$ cat config.mk
export PLATFORM = sky130hd
export DESIGN_NAME = scatter_writer
export DESIGN_NICKNAME = d
export VERILOG_FILES = /design/src/rtl/sbw_pkg.sv /design/src/rtl/desc_table.sv /design/src/rtl/field_merge.sv /design/src/rtl/scatter_writer.sv
export SDC_FILE = /design/constraint.sdc
export NUM_CORES = 1
export LEC_CHECK = 0
export BUFFER_PORTS_ARGS = -buffer_cell sky130_fd_sc_hd__buf_2
export CAP_MARGIN = 20
export CELL_PAD_IN_SITES_DETAIL_PLACEMENT = 1
export CELL_PAD_IN_SITES_GLOBAL_PLACEMENT = 1
export CORE_ASPECT_RATIO = 1.1
export CORE_MARGIN = 2
export CORE_UTILIZATION = 42
export CTS_BUF_LIST = sky130_fd_sc_hd__clkbuf_2 sky130_fd_sc_hd__clkbuf_4 sky130_fd_sc_hd__clkbuf_8
export DETAILED_ROUTE_END_ITERATION = 16
export GPL_TIMING_DRIVEN = 0
export HOLD_SLACK_MARGIN = 0.1
export PLACE_DENSITY = 0.82
export SLEW_MARGIN = 25
export SYNTH_ARGS = -nofsm -noshare
export SYNTH_HDL_FRONTEND = slang
export SYNTH_SLANG_ARGS = --single-unit
$ cat constraint.sdc
create_clock -name clk -period 3.21 [get_ports clk]
set_clock_uncertainty 0.05 [all_clocks]
set_input_delay 0.321 -clock clk [delete_from_list [all_inputs] [get_ports clk]]
set_output_delay 0.321 -clock clk [all_outputs]
set_load 0.02 [all_outputs]
$ cat src/rtl/sbw_pkg.sv
package sbw_pkg;
  typedef enum logic [1:0] {
    ST_IDLE,
    ST_DECODE,
    ST_WAIT,
    ST_MERGE
  } sbw_state_t;
endpackage

$ cat src/rtl/desc_table.sv
// Descriptor storage: one write port, registered read (block RAM friendly).
module desc_table #(
  parameter int DEPTH = 8,
  parameter int EW    = 10,
  localparam int AW   = $clog2(DEPTH)
) (
  input  logic          clk,
  input  logic          we,
  input  logic [AW-1:0] waddr,
  input  logic [EW-1:0] wdata,
  input  logic [AW-1:0] raddr,
  output logic [EW-1:0] rdata
);
  logic [EW-1:0] mem [DEPTH];

  always_ff @(posedge clk) begin
    if (we) mem[waddr] <= wdata;
    rdata <= mem[raddr];
  end
endmodule

$ cat src/rtl/field_merge.sv
// Places the low bits of src into old_byte[hi:lo]; reports the field width.
module field_merge #(
  parameter int REG_W = 8,
  localparam int BIT_W = $clog2(REG_W)
) (
  input  logic [REG_W-1:0] old_byte,
  input  logic [BIT_W-1:0] lo,
  input  logic [BIT_W-1:0] hi,
  input  logic [REG_W-1:0] src,
  output logic [REG_W-1:0] merged,
  output logic [BIT_W:0]   width
);
  logic [REG_W-1:0] placed;
  logic [REG_W-1:0] in_rng;

  assign placed = src << lo;

  for (genvar b = 0; b < REG_W; b++) begin : g_bit
    assign in_rng[b] = ({1'b0, lo} <= (BIT_W+1)'(b)) && ((BIT_W+1)'(b) <= {1'b0, hi});
    assign merged[b] = in_rng[b] ? placed[b] : old_byte[b];
  end

  assign width = (hi >= lo) ? ({1'b0, hi} - {1'b0, lo} + 1'b1) : '0;
endmodule

$ cat src/rtl/scatter_writer.sv
module scatter_writer
  import sbw_pkg::*;
#(
  parameter int VAL_W = 32,
  parameter int REG_W = 8,
  parameter int IDX_W = 4,
  parameter int DEPTH = 8,
  localparam int AW    = $clog2(DEPTH),
  localparam int BIT_W = $clog2(REG_W),
  localparam int CNT_W = $clog2(DEPTH + 1),
  localparam int TB_W  = $clog2(DEPTH * REG_W + 1),
  localparam int CAP_W = DEPTH * REG_W + 1,
  localparam int EW    = IDX_W + 2 * BIT_W
) (
  input  logic             clk,
  input  logic             rst,
  input  logic             tbl_we,
  input  logic [AW-1:0]    tbl_slot,
  input  logic [IDX_W-1:0] tbl_reg,
  input  logic [BIT_W-1:0] tbl_lo,
  input  logic [BIT_W-1:0] tbl_hi,
  input  logic             start,
  input  logic [VAL_W-1:0] start_value,
  input  logic [AW-1:0]    start_slot,
  output logic             reg_re,
  output logic             reg_we,
  output logic [IDX_W-1:0] reg_addr,
  output logic [REG_W-1:0] reg_wdata,
  input  logic [REG_W-1:0] reg_rdata,
  output logic             done,
  output logic [CAP_W-1:0] capacity
);
  localparam logic [IDX_W-1:0] END_IDX = {IDX_W{1'b1}};

  sbw_state_t       state;
  logic [AW-1:0]    ptr;
  logic [AW-1:0]    rd_slot;
  logic [CNT_W-1:0] cnt;
  logic [TB_W-1:0]  total;
  logic [VAL_W-1:0] val_q;
  logic [EW-1:0]    entry;
  logic [IDX_W-1:0] e_idx;
  logic [BIT_W-1:0] e_lo, e_hi;
  logic [REG_W-1:0] merged;
  logic [BIT_W:0]   width;
  logic             list_end;

  // Read address chosen so the next slot is already registered on entering DECODE.
  always_comb begin
    case (state)
      ST_IDLE:  rd_slot = start_slot;
      ST_MERGE: rd_slot = AW'(ptr + 1'b1);
      default:  rd_slot = ptr;
    endcase
  end

  desc_table #(.DEPTH(DEPTH), .EW(EW)) u_tbl (
    .clk   (clk),
    .we    (tbl_we),
    .waddr (tbl_slot),
    .wdata ({tbl_reg, tbl_lo, tbl_hi}),
    .raddr (rd_slot),
    .rdata (entry)
  );

  assign {e_idx, e_lo, e_hi} = entry;
  assign list_end = (e_idx == END_IDX) || (cnt == CNT_W'(DEPTH));

  field_merge #(.REG_W(REG_W)) u_merge (
    .old_byte (reg_rdata),
    .lo       (e_lo),
    .hi       (e_hi),
    .src      (val_q[REG_W-1:0]),
    .merged   (merged),
    .width    (width)
  );

  always_ff @(posedge clk) begin
    if (rst) begin
      state     <= ST_IDLE;
      ptr       <= '0;
      cnt       <= '0;
      total     <= '0;
      val_q     <= '0;
      reg_re    <= 1'b0;
      reg_we    <= 1'b0;
      reg_addr  <= '0;
      reg_wdata <= '0;
      done      <= 1'b0;
      capacity  <= '0;
    end else begin
      reg_re <= 1'b0;
      reg_we <= 1'b0;
      case (state)
        ST_IDLE: begin
          if (start) begin
            ptr   <= start_slot;
            val_q <= start_value;
            cnt   <= '0;
            total <= '0;
            done  <= 1'b0;
            state <= ST_DECODE;
          end
        end
        ST_DECODE: begin
          if (list_end) begin
            done     <= 1'b1;
            capacity <= CAP_W'(1) << total;
            state    <= ST_IDLE;
          end else begin
            reg_re   <= 1'b1;
            reg_addr <= e_idx;
            state    <= ST_WAIT;
          end
        end
        ST_WAIT: state <= ST_MERGE;
        ST_MERGE: begin
          reg_we    <= 1'b1;
          reg_wdata <= merged;
          val_q     <= val_q >> width;
          total     <= total + TB_W'(width);
          cnt       <= cnt + 1'b1;
          ptr       <= AW'(ptr + 1'b1);
          state     <= ST_DECODE;
        end
        default: state <= ST_IDLE;
      endcase
    end
  end
endmodule

# Yosys cells after proc, flatten, opt, wreduce, memory -nomap -nowiden

Memories as Yosys holds them, arrays and structs flattened. A register that Yosys moved wholly into a read port is not among the register bits.
Cells that the tools add are included.

Flip-flop bits (word level): 128
Memory bits (writable): 80
Word-level logic and storage cells: 87
Memories: 1

Add/subtract/negate cells: 5
Magnitude comparators: 15
Eq/ne operators: 7
Shift-type cells: 3
Mux-type cells: 28
Bitwise gates (word level): 2
Reductions and logical operators: 15

Memory list:

| name      | words | bits a word | read ports | clocked after memory_dff | wr ports | line             | source |
|---|---|---|---|---|---|---|---|
| u_tbl.mem | 8     | 10          | 1          | 1                        | 1        | desc_table.sv:14 | `logic [EW-1:0] mem [DEPTH];` |

Operators with widths:

| cell                   | number |
|---|---|
| $shl A1 B7 Y65 const A | 1 |
| $pmux W32 S2           | 1 |
| $mux W32               | 1 |
| $shr A32 B4 Y32        | 1 |
| $mux W1                | 14 |
| $pmux W7 S2            | 1 |
| $le A3 B3 Y1 const A   | 4 |
| $pmux W3 S2            | 2 |
| $le A3 B3 Y1 const B   | 3 |
| $add A4 B1 Y4 const B  | 2 |
| $eq A4 B4 Y1 const B   | 2 |
| $mux W4                | 2 |
| $pmux W2 S4            | 1 |
| $pmux W4 S2            | 1 |
| $shl A8 B3 Y8          | 1 |
| $add A7 B4 Y7          | 1 |
| $mux W7                | 1 |
| $le A2 B3 Y1 const A   | 2 |
| $le A3 B1 Y1 const B   | 2 |
| $le A3 B2 Y1 const B   | 2 |
| $logic_and A1 B1 Y1    | 6 |
| $reduce_and A2 Y1      | 3 |
| $eq A2 B2 Y1 const B   | 2 |
| $mux W2                | 2 |
| other kinds (14)       | 17 |

# Longest topological paths before layout

Depth in word-level cells: 5
Mapped depth: 17

# Modules after synthesis

Synthesis repeated with hierarchy kept, for this count alone.

Cell total of the unflattened synthesis: 929
Area total of the unflattened synthesis: 10,725.3 sq um

By module, submodules not included:

| module         | times used | cells each | area each (sq um) |
|---|---|---|---|
| scatter_writer | 1          | 705        | 6,825.3 |
| desc_table     | 1          | 138        | 3,333.2 |
| field_merge    | 1          | 86         | 566.8 |

# Worst setup path before layout

Ideal clock, no wire load.

Kind: flip-flop to flip-flop
From: register u_tbl.rdata[5], read port of u_tbl.mem
To: register total[5]
Arrival: 3.216 ns
Path slack: -0.175 ns
Cell stages (with the launch flop): 16
Path through: dfxtp_1 > clkbuf_1 > inv_1 > ha_1 > inv_1 > fa_1 > xnor2_1 > or2_0 > clkbuf_1 > inv_1 > buf_2 > ha_1 > o21ai_0 > o21ai_0 > o21ai_0 > o31a_1

Word-level cells in the longest chain between the ends: 5

RTL lines:

| element              | line                  | source |
|---|---|---|
| start, declared      | desc_table.sv:12      | `output logic [EW-1:0] rdata` |
| $sub A3 B3 Y4        | field_merge.sv:23     | `assign width = (hi >= lo) ? ({1'b0, hi} - {1'b0, lo} + 1'b1) : '0;` |
| $add A4 B1 Y4        | field_merge.sv:23     |  |
| $mux W4 *            | field_merge.sv:23     |  |
| $add A7 B4 Y7 *      | scatter_writer.sv:121 | `total <= total + TB_W'(width);` |
| $pmux W7 S2 *        | scatter_writer.sv:94  | `case (state)` |
| end signal, assigned | scatter_writer.sv:121 |  |
| end, declared        | scatter_writer.sv:39  | `logic [TB_W-1:0] total;` |

Every way passes the cells marked *; elsewhere a longest branch is shown, timed or not.
A chain may end at the register's enable or synchronous reset.

# Final worst setup path

From: register u_tbl.rdata[1], read port of u_tbl.mem
To: register val_q[2]

Word-level cells in the longest chain between the ends: 5

RTL lines:

| element              | line                  | source |
|---|---|---|
| $sub A3 B3 Y4        | field_merge.sv:23     |  |
| $add A4 B1 Y4        | field_merge.sv:23     |  |
| $mux W4 *            | field_merge.sv:23     |  |
| $shr A32 B4 Y32 *    | scatter_writer.sv:120 | `val_q <= val_q >> width;` |
| $pmux W32 S2 *       | scatter_writer.sv:94  |  |
| end signal, assigned | scatter_writer.sv:98  | `val_q <= start_value;` |
| end signal, assigned | scatter_writer.sv:120 |  |
| end, declared        | scatter_writer.sv:40  | `logic [VAL_W-1:0] val_q;` |

Marked as above.

==> run summary <==
die span in x: 155 microns
Req. time, crit path: 3.65 ns
Reg power frac: 31.2%
dominant synthesized flop cell: dfxtp_1
Cells after Synth: 1029
CTS tree: built
drt total wl: 36100 microns
placer congestion estimate: 0.945
CP arrival: 3.53 ns
Hold Crit Depth: 4
Reg area: 5180 sq um
Seq/Total Area, Yosys: 49.2%
drt wl/cell: 22.7 microns
Synth area leaders: dfxtp_1 26%, edfxtp_1 23%, a22oi_1 6.9%
Max clock buf depth: 3
Logic pwr share: 43.8%
type of the most critical hold path: input port to flip-flop
proportion of layout cells with a drive suffix above 1: 24.9%
Syn-to-layout area delta: 24.3%
list of most frequent post-synthesis cells: 157 x nor2_1, 138 x dfxtp_1, 97 x a22oi_1, 80 x edfxtp_1, 66 x nand2_1
Core ar.: 24500 sq um
Max Cap Viol: 0
Slew Limit Headroom: 41.6%
Slew Limit Fails: 0
Ys Warns: 0
Max FO, Critical Path: 5
H-tree depth: 2
Post-synth EDFFs: 80
worst vdd ir: 0.000354 V
Avg Inst Size Synth: 10.2 sq um
f_max: 324 MHz
Power Density: 775 nW/um^2
multi-input logic area: 5090 sq um
Leak: 0.00508 uW
Starting DRT DRC Count: 695
min cycle time layout: 3.09 ns
RSZ-0062 raised after global routing: false
Die Y: 170 microns
Final Cycle Share: 96.3%
Int Power: 6080 uW
first-pass GRT wire length: 55100 microns
post-route ant nets: 0
cts bufs inserted: 38
worst setup path endpoint: val_q[2]
Synth top area share: 26.3%
Mapped Nets: 1108
Worst-Skew Late Latency: 0.55 ns
DRC Markers: 0
Min Hold Slack: 0.105 ns
most common cell in the netlist: nor2_1
r2r endpoint: val_q[2]
clock power share: 25.0%
CP Launch Type: flip-flop
Synth cell types: 73
setup violators final: 0
final hold violation count: 0
Switch Pwr: 4030 uW
Filler Cells Inserted: 2765
Row Count: 60
Post-Syn Area: 10500 sq um
DPL Wire Length: 25300 microns
Setup TNS Final: 0 ns
CTS sink count: 218
Root Buffer: clkbuf_8
WS Path Type: flip-flop to flip-flop
via count: 9599
critical path endpoint category: flip-flop
vias in the first global route: 9810
pin count of the biggest net entering global routing: 20
DR vias/cell: 6.03
Worst-path clk slew: 0.06 ns
total track usage: 27.0%
initial antenna violation count: 1
Worst R2R Path Depth: 13
die area: 26300 sq um
Final nets: 1333
reg-to-reg slack, setup: 0.12 ns
TritonRoute pass-1 iters: 5
min setup slack post-route: 0.119 ns
Initial Util: 42.9%
pre-CTS setup slack: -0.747 ns
r2r startpoint: u_tbl.rdata[1]
worst-margin pin slew: 0.868 ns
Ports: 140
synthesized flop and latch total: 218
ys async rst share: 0%
area leader, netlist: dfxtp_1
outcome: finished, final reports clean
# port buffers: 139
Critical path origin: u_tbl.rdata[1]
Sw Share: 39.8%
GRT Residual Overflow: 0
[what timing repair did]
action / 4_1_cts / 5_1_grt
hold buffers: 37 / 0
endpoints found under the setup margin: 36 / 31
gates resized for setup: 36 / 24
setup buffers: 5 / 6
hold endpoints to repair: 107 / 0
pin swaps: 3 / 5
[cells by family (layout without fill, tap and decap cells)]
family	after synthesis	count (layout)	synth area share (%)
XOR/XNOR	5	5	0.418
flip-flops	218	218	49.2
buffers and inverters	98	351	3.97
AO/OA/AOI/OAI	240	240	16.8
adder cells (fa/ha/maj)	19	19	2.34
AND/OR/NAND/NOR	359	359	15.8
other	0	1	0
multiplexers	90	90	11.4
[through the flow]
step                      cell area, sq um  power, uW  utilization [%]  cells
after global routing                 13000      10500             53.3   1592
after CTS                            12900       9830             52.7   1587
after floorplan                      10500       5770                -   1029
after global placement               11600       6870             47.3   1478
after detailed placement             11600       6900             47.4   1480
final                                13000      10100             53.3   1593
[sequential cells by signal (all words and copies together) (netlist names), 2 cells and up]
signal / count
u_tbl.mem: 80
val_q: 32
state: 2
capacity: 65
reg_wdata: 8
total: 7
ptr: 3
u_tbl.rdata: 10
reg_addr: 4
cnt: 4
[metal layers]
layer  track usage [%]  up-vias  part of all wire (%)
li1                  -     4347                     -
met1              33.1     4758                    41
met2              45.7      382                    48
met3              5.46      110                   6.6
met4              13.0        2                   4.5
met5                 0        -                 0.036
[worst max-delay path, cell delays in order, from the launching register on]
cell,delay [ns]
dfxtp_4,0.36
inv_1,0.07
ha_4,0.26
inv_1,0.10
ha_4,0.13
inv_1,0.05
fa_2,0.36
xnor2_2,0.15
or2_1,0.24
buf_8,0.14
buf_4,0.14
or3_1,0.45
or3_1,0.45
nand2_1,0.08
[power by group through the flow]
stage / registers [uW] / logic (uW) / clock network (uW)
detailed placement: 3190 / 3710 / 0
global route: 3170 / 4670 / 2700
global placement: 3180 / 3690 / 0
finish: 3160 / 4430 / 2530
CTS: 3140 / 4110 / 2580
floorplan: 3160 / 2620 / 0
[cells in the final DEF (no fill, tap or decap), types with 30 or more instances in the layout]
cell,count
buf_2,145
a22oi_1,97
clkbuf_8,42
dfxtp_1,134
dlygate4sd3_1,37
clkbuf_1,49
a21oi_1,30
nand2_1,63
nor2_1,150
mux2i_1,54
nand3_1,35
edfxtp_1,80
[area by class of cell]
cell class	instances	area share (%)
sequential	218	39.7
multi-input combinational	713	39.0
timing repair buffer	189	9.08
clock buffer	54	5.12
tap	310	2.97
buffer	72	2.71
inverter	22	0.720
clock inverter	14	0.643
antenna	1	0.0192
[worst min path at each step]
| stage | to | startpoint |
|---|---|---|
| finish | val_q[12] | start_value[12] |
| global route | val_q[12] | start_value[12] |
| CTS | val_q[2] | start_value[2] |
| detailed placement | capacity[64] | capacity[64] |
| global placement | capacity[48] | capacity[48] |
| floorplan | u_tbl.mem[0][0] | tbl_hi[0] |
Note: power is estimated with default switching activity, not from simulation.
